==> config.mk <==
export PLATFORM = sky130hd
export DESIGN_NAME = usb_irq_router
export DESIGN_NICKNAME = d
export VERILOG_FILES = /design/src/rtl/usb_irq_pkg.sv /design/src/rtl/usb_irq_ep_status.sv /design/src/rtl/usb_irq_regs.sv /design/src/rtl/usb_irq_route.sv /design/src/rtl/usb_irq_router.sv
export SDC_FILE = /design/constraint.sdc
export NUM_CORES = 1
export LEC_CHECK = 0
export ABC_AREA = 1
export BUFFER_PORTS_ARGS = -buffer_cell sky130_fd_sc_hd__buf_2
export CAP_MARGIN = 40
export CORE_MARGIN = 2
export CORE_UTILIZATION = 45
export CTS_CLUSTER_SIZE = 20
export DETAILED_ROUTE_END_ITERATION = 6
export PLACE_DENSITY = 0.76
export SLEW_MARGIN = 20
export SYNTH_ARGS = -nofsm -noshare
export SYNTH_HDL_FRONTEND = slang
export SYNTH_SLANG_ARGS = --single-unit
==> constraint.sdc <==
create_clock -name clk -period 0.9 [get_ports clk]
set_input_delay 0.09 -clock clk [delete_from_list [all_inputs] [get_ports clk]]
set_output_delay 0.09 -clock clk [all_outputs]
set_load 0.02 [all_outputs]
==> src/rtl/usb_irq_pkg.sv <==
package usb_irq_pkg;

    typedef enum logic [2:0] {
        REG_EP_STAT  = 3'd0,
        REG_EP_CLR   = 3'd1,
        REG_EP_PRI   = 3'd2,
        REG_DEV_PRI  = 3'd3,
        REG_DEV_STAT = 3'd4,
        REG_DEV_CLR  = 3'd5
    } reg_addr_e;

    // Device-level summary, frame in bit 0
    typedef struct packed {
        logic slow;
        logic fast;
        logic frame;
    } dev_sum_t;

    typedef struct packed {
        logic hp;
        logic lp;
    } irq_pair_t;

    localparam int DEV_SUM_W = $bits(dev_sum_t);

    // Frame or fast may go high, never both
    function automatic irq_pair_t route_irqs(dev_sum_t s, logic [1:0] pri);
        irq_pair_t r;
        logic frame_up;
        logic fast_up;
        frame_up = pri[0] & ~pri[1];
        fast_up  = pri[1] & ~pri[0];
        r.hp = (s.frame & frame_up) | (s.fast & fast_up);
        r.lp = s.slow | (s.frame & ~frame_up) | (s.fast & ~fast_up);
        return r;
    endfunction

endpackage

==> src/rtl/usb_irq_ep_status.sv <==
module usb_irq_ep_status #(
    parameter int NUM_EP = 16,
    localparam int BITS  = 2 * NUM_EP
) (
    input  logic              clk,
    input  logic              rst,
    input  logic [NUM_EP-1:0] rx_ok,
    input  logic [NUM_EP-1:0] tx_ok,
    input  logic [NUM_EP-1:0] tx_nak,
    input  logic              nak_int_en,
    input  logic [NUM_EP-1:0] iso_ep,
    input  logic              clr_we,
    input  logic [BITS-1:0]   clr_bits,
    output logic [BITS-1:0]   status
);

    logic [BITS-1:0] ev;
    logic [BITS-1:0] iso_phys;
    logic [BITS-1:0] clr_eff;

    for (genvar n = 0; n < NUM_EP; n++) begin : g_ep
        assign ev[2*n]         = rx_ok[n] & ~iso_ep[n];
        assign ev[2*n+1]       = (tx_ok[n] | (tx_nak[n] & nak_int_en)) & ~iso_ep[n];
        assign iso_phys[2*n]   = iso_ep[n];
        assign iso_phys[2*n+1] = iso_ep[n];
    end

    assign clr_eff = clr_we ? clr_bits : '0;

    always_ff @(posedge clk) begin
        if (rst) status <= '0;
        else     status <= (status & ~clr_eff) | ev;
    end

    assert_event_sets_R2: assert property (@(posedge clk) disable iff (rst)
        (ev != '0) |=> ((status & $past(ev)) == $past(ev)));

    assert_iso_blocks_R4: assert property (@(posedge clk) disable iff (rst)
        1'b1 |=> ((status & ~$past(status) & $past(iso_phys)) == '0));

    assert_clear_R5: assert property (@(posedge clk) disable iff (rst)
        clr_we |=> ((status & $past(clr_bits & ~ev)) == '0));

endmodule

==> src/rtl/usb_irq_regs.sv <==
module usb_irq_regs
    import usb_irq_pkg::*;
#(
    parameter int NUM_EP = 16,
    localparam int BITS  = 2 * NUM_EP
) (
    input  logic            clk,
    input  logic            rst,
    input  logic            we,
    input  logic [2:0]      addr,
    input  logic [BITS-1:0] wdata,
    input  logic            sof,
    output logic [BITS-1:0] ep_pri,
    output logic [1:0]      dev_pri,
    output logic            frame_flag
);

    logic frame_clr;
    assign frame_clr = we && (addr == REG_DEV_CLR) && wdata[0];

    always_ff @(posedge clk) begin
        if (rst) begin
            ep_pri     <= '0;
            dev_pri    <= '0;
            frame_flag <= 1'b0;
        end else begin
            if (we && addr == REG_EP_PRI)  ep_pri  <= wdata;
            if (we && addr == REG_DEV_PRI) dev_pri <= wdata[1:0];
            if (sof)            frame_flag <= 1'b1;
            else if (frame_clr) frame_flag <= 1'b0;
        end
    end

    assert_sof_sets_frame_R7: assert property (@(posedge clk) disable iff (rst)
        sof |=> frame_flag);

    assert_frame_sticky_R7: assert property (@(posedge clk) disable iff (rst)
        (frame_flag && !frame_clr) |=> frame_flag);

endmodule

==> src/rtl/usb_irq_route.sv <==
module usb_irq_route
    import usb_irq_pkg::*;
#(
    parameter int NUM_EP = 16,
    localparam int BITS  = 2 * NUM_EP
) (
    input  logic [BITS-1:0] status,
    input  logic [BITS-1:0] ep_pri,
    input  logic            frame_flag,
    input  logic [1:0]      dev_pri,
    output dev_sum_t        sum,
    output logic            irq_hp,
    output logic            irq_lp
);

    irq_pair_t pair;

    always_comb begin
        sum.frame = frame_flag;
        sum.fast  = |(status & ep_pri);
        sum.slow  = |(status & ~ep_pri);
        pair      = route_irqs(sum, dev_pri);
    end

    assign irq_hp = pair.hp;
    assign irq_lp = pair.lp;

endmodule

==> src/rtl/usb_irq_router.sv <==
module usb_irq_router
    import usb_irq_pkg::*;
#(
    parameter int NUM_EP = 16,
    localparam int BITS  = 2 * NUM_EP
) (
    input  logic              clk,
    input  logic              rst,
    input  logic              bus_wr,
    input  logic [2:0]        bus_addr,
    input  logic [BITS-1:0]   bus_wdata,
    output logic [BITS-1:0]   bus_rdata,
    input  logic [NUM_EP-1:0] ep_rx_ok,
    input  logic [NUM_EP-1:0] ep_tx_ok,
    input  logic [NUM_EP-1:0] ep_tx_nak,
    input  logic              nak_int_en,
    input  logic [NUM_EP-1:0] iso_ep,
    input  logic              sof,
    output logic              irq_hp,
    output logic              irq_lp
);

    logic [BITS-1:0] status;
    logic [BITS-1:0] ep_pri;
    logic [1:0]      dev_pri;
    logic            frame_flag;
    dev_sum_t        sum;

    usb_irq_ep_status #(.NUM_EP(NUM_EP)) u_status (
        .clk        (clk),
        .rst        (rst),
        .rx_ok      (ep_rx_ok),
        .tx_ok      (ep_tx_ok),
        .tx_nak     (ep_tx_nak),
        .nak_int_en (nak_int_en),
        .iso_ep     (iso_ep),
        .clr_we     (bus_wr && bus_addr == REG_EP_CLR),
        .clr_bits   (bus_wdata),
        .status     (status)
    );

    usb_irq_regs #(.NUM_EP(NUM_EP)) u_regs (
        .clk        (clk),
        .rst        (rst),
        .we         (bus_wr),
        .addr       (bus_addr),
        .wdata      (bus_wdata),
        .sof        (sof),
        .ep_pri     (ep_pri),
        .dev_pri    (dev_pri),
        .frame_flag (frame_flag)
    );

    usb_irq_route #(.NUM_EP(NUM_EP)) u_route (
        .status     (status),
        .ep_pri     (ep_pri),
        .frame_flag (frame_flag),
        .dev_pri    (dev_pri),
        .sum        (sum),
        .irq_hp     (irq_hp),
        .irq_lp     (irq_lp)
    );

    always_comb begin
        case (bus_addr)
            REG_EP_STAT:  bus_rdata = status;
            REG_EP_PRI:   bus_rdata = ep_pri;
            REG_DEV_STAT: bus_rdata = {{(BITS-DEV_SUM_W){1'b0}}, sum};
            default:      bus_rdata = '0;
        endcase
    end

    assert_hp_exclusive_R9: assert property (@(posedge clk) disable iff (rst)
        (dev_pri == 2'b11) |-> !irq_hp);

    assert_slow_goes_low_R10: assert property (@(posedge clk) disable iff (rst)
        (sum.slow) |-> irq_lp);

    assert_reset_clean_R1: assert property (@(posedge clk) disable iff (rst)
        $past(rst) |-> (status == '0 && !irq_hp && !irq_lp));

endmodule

== Word-level counts from Yosys, hierarchy flattened ==
Cells that the tools add are included.

* Logic and storage cells: 121
* Bits of input ports: 104
* Register bits: 67

* Mux-type cells: 4
* Bitwise logic cells: 99
* Reduce and logical (&&, ||, !) cells: 9
* Eq/ne operators: 5

{| class="wikitable"
|+ Operators by type and width
! operator !! number
|-
| $and A32 B32 Y32 || 3
|-
| $pmux W32 S3 || 1
|-
| $not A32 Y32 || 2
|-
| $reduce_or A32 Y1 || 2
|-
| $and A1 B1 Y1 || 54
|-
| $mux W32 || 1
|-
| $or A32 B32 Y32 || 1
|-
| $not A1 Y1 || 20
|-
| $or A1 B1 Y1 || 19
|-
| $eq A3 B2 Y1 const B || 2
|-
| $eq A3 B3 Y1 const B || 2
|-
| $logic_and A1 B1 Y1 || 5
|-
| $eq A3 B1 Y1 const B || 1
|-
| $logic_not A3 Y1 || 1
|-
| $mux W1 || 2
|-
| $reduce_bool A2 Y1 || 1
|}

== Longest topological paths before layout ==
Gate-level depths: netlist of the first run.

* Depth after elaboration: 6
* Mapped depth: 9
* Depth with buffers taken out: 9

== By module ==
Synthesis of the first run repeated with hierarchy kept, for this count alone.

* Cell total of the unflattened synthesis: 677
* Area, all modules: 4146.5 µm²

{| class="wikitable"
|+ Modules (own cells, without submodules)
! module !! area an instance (µm²) !! cells each !! instances !! sequential area each (µm²)
|-
| usb_irq_ep_status || 1524.0 || 232 || 1 || 640.6
|-
| usb_irq_regs || 1351.3 || 163 || 1 || 700.7
|-
| usb_irq_route || 635.6 || 165 || 1 || 0.0
|-
| usb_irq_router || 635.6 || 117 || 1 || 0.0
|}

== Least setup slack after synthesis of the first run ==
Ideal clock, no wire load.

* Path kind: in2out
* Start point: in bus_addr[1]
* End point: out bus_rdata[13]
* Slack: -199 ps
* Stages on the path: 4
* Buffers on the path: 2
* Arrival: 1009 ps
* Cells stage by stage: buf_4 nand3_4 clkbuf_1 o21ai_0

* Word-level cells in the longest chain between the ends: 2
* Elaborated cells on any way between the ends: 4
* Those cells by class: eq/ne (2); mux (1); reduce/logical (1)

{| class="wikitable"
|+ RTL lines
! what !! line !! text
|-
| start, declared || usb_irq_router.sv:10 || <nowiki>input logic [2:0] bus_addr,</nowiki>
|-
| $eq A3 B3 Y1 (tied with other cells) || usb_irq_router.sv:65 || <nowiki>case (bus_addr)</nowiki>
|-
| $pmux W32 S3 (*) || usb_irq_router.sv:65 ||
|-
| end, declared || usb_irq_router.sv:12 || <nowiki>output logic [BITS-1:0] bus_rdata,</nowiki>
|}

Mark *: on every way between the ends. The rest lies on a longest branch, timed or not.

== Worst setup path in the final report of the first run ==
* Start point: reg u_regs.ep_pri[18]
* End point: out irq_lp

* Word-level cells in the longest chain between the ends: 5
* Elaborated cells on any way between the ends: 8
* Those cells by class: bitwise (6); reduce/logical (2)

{| class="wikitable"
|+ RTL lines
! what !! line !! text
|-
| start, declared || usb_irq_regs.sv:13 || <nowiki>output logic [BITS-1:0] ep_pri,</nowiki>
|-
| start signal, assigned || usb_irq_regs.sv:27 || <nowiki>if (we && addr == REG_EP_PRI) ep_pri <= wdata;</nowiki>
|-
| $not A32 Y32 || usb_irq_route.sv:21 || <nowiki>sum.slow = |(status & ~ep_pri);</nowiki>
|-
| $and A32 B32 Y32 || usb_irq_route.sv:21 ||
|-
| $reduce_or A32 Y1 || usb_irq_route.sv:21 ||
|-
| $or A1 B1 Y1 || usb_irq_pkg.sv:34 || <nowiki>r.lp = s.slow | (s.frame & ~frame_up) | (s.fast & ~fast_up);</nowiki>
|-
| $or A1 B1 Y1 (*) || usb_irq_pkg.sv:34 ||
|-
| end, declared || usb_irq_router.sv:20 || <nowiki>output logic irq_lp</nowiki>
|}

Marked as above.

==> impl_metrics.yaml, run 1 <==
run_status:
  status: "finished, violations left"
  violations: "negative hold slack, negative setup slack"
cts:
  clk_path_buf_depth: 2
  cts_tree: "built"
  worstSkewPairLatency_ns: 0.35
  clkTransAtPathRegs_ns: 0.07
  cts-root-buf: "clkbuf_8"
  cts.sinks: 67
  cts_buffers: 9
  htreeDepth: 3
die:
  die_height_um: 96.2
  core_region_area_um2: 8220
  start_util: 0.465
  num_io_pins: 138
  dieWidth_um: 96.2
  rows: 33
  dieArea_um2: 9250
yosys:
  yosysTopAreaCellShare: 0.351
  syn_avg_cell_area_um2: 6.47
  syn_area_um2: 3820
  synth_cells: 591
  yosysWarnings: 0
  synth_cell_types: 25
  synth_nets: 695
  ys_seq_area_frac: 0.351
  yosys.area.top_type: "dfxtp_1"
  synthTopCellsByArea: "dfxtp_1 (35%), nand2_1 (15%), inv_1 (8.6%), o21ai_0 (8.5%), nand3_1 (6.3%)"
  ys_ff_latch: 67
drt:
  first_pass_iters: 5
  drt-vias-per-instance: 5.40
  final_antenna_net_count: 0
  dr.first_iter.drc_count: 307
  drc: 0
  wl_um: 15300
  wire_per_inst_um: 16.4
  vias: 5029
sta:
  rsz0062_at_grt: "yes"
  final_max_slew_viol_count: 0
  min_period_ns: 1.71
  holdWs_ns: -0.00184
  tightest_slew_ns: 0.295
  post-route-period-util: 1.90
  max_slew_margin: 0.803
  finalSetupViolations: 35
  fin_worst_skew_ns: 0
  setup_ws_ns: -0.813
  max_freq_mhz: 584
  hold_violations: 4
placement:
  placed_cells: 885
  place_congestion: 0.944
  place.port_buffers: 137
  dp_hpwl_um: 9390
global_routing:
  antenna_found_initial: 0
  grt_pass1_vias: 4910
  grt_max_degree: 35
  track_usage: 0.313
  grt_overflow: 0
  grt_pass1_wl_um: 22300
hold_path:
  hold_depth: 4
  hold_class: "in2reg"
pwr:
  p_int_mw: 5.41
  powerDensity_nw_per_um2: 1170
  swShare: 0.306
  power.total_mw: 7.80
  net-switching-power_mw: 2.39
  comb_power_share: 0.257
  vdd_drop_max_mv: 0.706
  pwr-share-clk: 0.318
  p_seq_frac: 0.425
  p_leak_nw: 3.06
final_layout:
  finalNonFillerCells: 931
  area_growth_pct: 74.9
  layout-drive-gt1-share: 0.539
  fin_nets: 927
  antenna_cells: 0
  final_util: 0.814
critical_path:
  required_ns: 0.81
  path_cells: "inv_2 > nand2_1 > nand2_2 > nor2_1 > nand2_1 > nor2_2 > nand2_2 > nor2_2 > nand2_2 > buf_6"
  slowest_stage: "dfxtp_2"
  critical_path.max_stage_delay_ns: 0.35
  setup.worst_path.class: "reg2out"
  end_kind: "output port"
  worst_r2r_path_depth: 3
  path_max_fanout: 2
  cpMostUsedCell: "nand2_2"
  crit_path_start_kind: "flop"
  arrival_ns: 1.62
job:
  drv_cap: 0
path summary, 6_finish.rpt:
| kind | start | slack, ns | end |
|---|---|---|---|
| worst max-delay path | u_regs.ep_pri[18] | -0.81 | irq_lp |
| worst min-delay path | iso_ep[8] | -0.002 | u_status.status[16] |
| worst max register to register | u_regs.ep_pri[18] | 0.06 | u_regs.ep_pri[18] |
| worst min register to register | u_status.status[26] | 0.49 | u_status.status[26] |
area by class of cell:
class | count | area (um^2)
Multi-Input combinational cell | 404 | 2550
Timing Repair Buffer | 250 | 2060
Fill cell | 466 | 1530
Sequential cell | 67 | 1410
Inverter | 91 | 354
Clock buffer | 11 | 141
Tap cell | 105 | 131
Clock inverter | 3 | 40.0
cells by family (layout without fill, tap and decap cells):
logic type      after synthesis  count (layout)  synth area share
buf+inv                     120             355             0.134
compound gates              138             138             0.227
flops                        67              67             0.351
simple gates                266             266             0.289
power by group through the flow:
stage	sequential, mW	combinational, mW	clock [mW]
floorplan	3.30	0.785	0
finish	3.31	2.00	2.48
global placement	3.32	1.45	0
CTS	3.29	1.81	2.45
detailed placement	3.33	1.50	0
global route	3.32	2.15	2.61
stage by stage:
| stage | setup slack, ns | hold slack, ns | instance area, um^2 | setup TNS, ns |
|---|---|---|---|---|
| after floorplan | -0.146 | 0.224 | 4020 | -0.609 |
| after global placement | -0.410 | 0.340 | 5290 | -21.24 |
| after detailed placement | -0.485 | 0.342 | 5290 | -22.74 |
| after CTS | -0.765 | 0.00000944 | 6420 | -11.80 |
| after global routing | -0.879 | 0.00156 | 6690 | -13.89 |
| final | -0.813 | -0.00184 | 6690 | -12.48 |
sequential cells by signal (all words and copies together) (netlist names):
name / count
u_status.status: 32
u_regs.frame_flag: 1
u_regs.ep_pri: 32
u_regs.dev_pri: 2
timing repair:
| item | 4_1_cts | 5_1_grt |
|---|---|---|
| cloned | 0 | 1 |
| hold buffers | 25 | 0 |
| endpoints found under the hold margin | 19 | 0 |
| gates resized for setup | 202 | 61 |
| buffers inserted | 9 | 4 |
| pin swaps | 48 | 16 |
| endpoints found under the setup margin | 34 | 63 |
layer usage:
| layer | routed length [um] | GRT usage | up-vias |
|---|---|---|---|
| met3 | 1190 | 0.0814 | 37 |
| met1 | 5840 | 0.352 | 2381 |
| met5 | 0 | 0 | - |
| met4 | 427 | 0.110 | 0 |
| li1 | - | - | 2374 |
| met2 | 7840 | 0.567 | 237 |
cells in the final DEF (no fill, tap or decap), types with 2 or more instances in the layout:
cell	instances
inv_2	31
nor2_1	33
buf_12	5
a211oi_1	15
dfxtp_1	11
nand3_4	11
nand2_4	3
clkbuf_8	10
dlygate4sd3_1	25
dfxtp_2	55
buf_2	103
o21ai_0	24
inv_4	2
a211oi_2	18
nor2_2	21
clkinv_2	2
nand4_1	2
nand3_1	31
nand3_2	7
o21ai_4	18
a21oi_1	34
nand2_2	22
nand2_1	130
o21ai_2	10
o22ai_4	2
o21ai_1	14
buf_6	78
buf_4	37
nor2_4	5
inv_1	57
critical path: cells and delay by family, from the launching register on:
kind / cells / cell delay, ns
AND/OR/NAND/NOR: 8 / 0.73
flip-flops: 1 / 0.35
buffers and inverters: 2 / 0.17
synth_stat cells:
cell type    n
nor2_2       1
inv_2        3
o22ai_1      3
a211oi_2    17
buf_2        4
a21boi_0     1
nand3_4      1
buf_1        1
nand2_1    154
o211ai_1     1
nor2_1      56
nand3_1     48
o21ai_0     65
nor3_1       1
nand2_4      1
nand4_1      2
buf_6        3
inv_1       88
dfxtp_1     67
nor2_4       2
buf_4        9
o21ai_1      1
clkbuf_1    12
a21oi_1     34
a211oi_1    16
Note: power is estimated with default switching activity, not from simulation.
==> run 2: changes to the inputs <==
--- a/config.mk
+++ b/config.mk
@@ -9,10 +9,11 @@
 export BUFFER_PORTS_ARGS = -buffer_cell sky130_fd_sc_hd__buf_2
 export CAP_MARGIN = 40
 export CORE_MARGIN = 2
-export CORE_UTILIZATION = 45
+export CORE_UTILIZATION = 50
 export CTS_CLUSTER_SIZE = 20
 export DETAILED_ROUTE_END_ITERATION = 6
-export PLACE_DENSITY = 0.76
+export PLACE_DENSITY = 0.8
+export SKIP_LAST_GASP = 1
 export SLEW_MARGIN = 20
 export SYNTH_ARGS = -nofsm -noshare
 export SYNTH_HDL_FRONTEND = slang
==> constraint.sdc (replaced) <==
create_clock -name clk -period 1.59 [get_ports clk]
set_input_delay 0.159 -clock clk [delete_from_list [all_inputs] [get_ports clk]]
set_output_delay 0.159 -clock clk [all_outputs]
set_load 0.02 [all_outputs]
==> run 2 against run 1 <==
  * The run ends with negative setup slack left
  * First-iteration DRC count decreased by 8.8%
  * Sequential share of layout area rose by 6.9 points
  * Non-clock buffer count decreased by 97
  * Worst setup slack better by 0.72 ns
  * Critical path type unchanged
  * Highest routed layer unchanged
==> impl_metrics.yaml, run 2 (same netlist as run 1, synthesis figures left out) <==
run_status:
  status: "finished, violations left"
  violations: "negative setup slack"
final_layout:
  area_growth_pct: 30.9
  final_common_cell: "nand2_1"
  reg_top3: "u_regs.ep_pri (32), u_status.status (32), u_regs.dev_pri (2)"
  final_util: 0.683
  final_cell_mix: "nand2_1 (143), buf_2 (133), inv_1 (70)"
  fillerInstances: 659
  fin_nets: 830
  layout-drive-gt1-share: 0.384
  seq_area_um2: 1410
  multiInputGateArea_um2: 2020
  antenna_cells: 0
cts:
  cts.hold.buffers_added: 0
  cts-root-buf: "clkbuf_8"
  clkTransAtPathRegs_ns: 0.08
  cts_tree: "built"
  clk_path_buf_depth: 2
  cts_buffers: 9
  worstSkewPairLatency_ns: 0.34
  htreeDepth: 3
  cts.sinks: 67
die:
  die_height_um: 91.5
  dieArea_um2: 8360
  start_util: 0.522
  core_region_area_um2: 7330
  num_io_pins: 138
  dieWidth_um: 91.5
  rows: 31
sta:
  fin_worst_skew_ns: 0
  post-route-period-util: 1.06
  setup_ws_ns: -0.0954
  hold_violations: 0
  final_max_slew_viol_count: 0
  holdWs_ns: 0.0473
  tightest_slew_ns: 0.700
  max_slew_margin: 0.533
  fin_setup_tns_ns: -0.240
  finalSetupViolations: 4
  rsz0062_at_grt: "yes"
  min_period_ns: 1.69
  max_freq_mhz: 593
drt:
  drc: 0
  wire_per_inst_um: 13.5
  wl_um: 11200
  drt-vias-per-instance: 5.15
  final_antenna_net_count: 0
  vias: 4275
  dr.first_iter.drc_count: 280
  first_pass_iters: 5
pwr:
  powerDensity_nw_per_um2: 892
  p_leak_nw: 2.45
  power.total_mw: 4.46
  vdd_drop_max_mv: 0.530
critical_path:
  cpMostUsedCell: "nand2_1"
  setup.worst_path.class: "reg2out"
  required_ns: 1.43
  path_max_fanout: 3
  path_cells: "inv_2 > nand2_1 > nand2_2 > nor2_2 > nand2_1 > nor2_2 > nand2_2 > nor2_1 > nand2_1 > buf_6"
  crit_path_start_kind: "flop"
  arrival_ns: 1.53
  end_kind: "output port"
  critical_path.max_stage_delay_ns: 0.34
  slowest_stage: "dfxtp_2"
  worst_r2r_path_depth: 3
global_routing:
  antenna_found_initial: 0
  grt_max_degree: 68
  grt_overflow: 0
  grt_pass1_vias: 4233
  track_usage: 0.276
  grt_pass1_wl_um: 18900
hold_path:
  hold_depth: 3
  hold_class: "in2reg"
placement:
  place.port_buffers: 137
  dp_hpwl_um: 8000
  place_congestion: 0.903
job:
  drv_cap: 0
## run 2: cell count changes in the layout (fill, tap and decap cells not counted), sizes merged
cell	previous run	this run
buf	224	153
dlygate4sd3	25	0
bufinv	1	4
clkbuf	12	10
## run 2: stage by stage
step                      cell area (um^2)  worst slack (ns)  instances
after CTS                             4940            -0.116        830
after global placement                4560             0.138        809
after floorplan                       3820             0.353        591
after global routing                  5000            -0.217        830
after detailed placement              4560             0.110        809
final                                 5000           -0.0954        830
## run 2: report_power, final
part	switching, mW	leakage [nW]	internal, mW
combinational	0.419	1.75	0.289
sequential	0.0825	0.570	1.78
clock	0.683	0.131	1.21
total	1.18	2.45	3.28
## run 2: critical path: cells and delay by family, from the launching register on
family	cells	cell delay (ns)
simple gates	8	0.66
flops	1	0.34
buf+inv	2	0.17
## run 2: area by class of cell
class | count | share of cell area
Inverter | 91 | 0.0683
Tap cell | 99 | 0.0248
Sequential cell | 67 | 0.281
Timing Repair Buffer | 153 | 0.169
Clock inverter | 6 | 0.0275
Clock buffer | 10 | 0.0255
Multi-Input combinational cell | 404 | 0.405
## run 2: what timing repair did
action / in CTS / in global routing
gates resized for setup: 65 / 37
setup endpoints to repair: 4 / 4
hold endpoints to repair: 0 / 0
setup buffers: 5 / 0
cloned: 0 / 0
pin swaps: 28 / 16
## run 2: path summary, 6_finish.rpt
check	to	slack (ns)	start
worst max register to register	u_regs.ep_pri[31]	0.79	u_regs.ep_pri[31]
worst min register to register	u_regs.ep_pri[26]	0.48	u_regs.ep_pri[26]
worst min-delay path	u_status.status[30]	0.05	ep_rx_ok[15]
worst max-delay path	irq_lp	-0.1	u_regs.ep_pri[18]
## run 2: metal layers
| metal | share of wire | vias to the layer above | track usage | routed length (um) |
|---|---|---|---|---|
| li1 | - | 2165 | - | - |
| met1 | 0.43 | 1919 | 0.355 | 4800 |
| met2 | 0.48 | 170 | 0.457 | 5320 |
| met3 | 0.076 | 21 | 0.0498 | 851 |
| met4 | 0.018 | 0 | 0.107 | 203 |
| met5 | 0 | - | 0 | 0 |
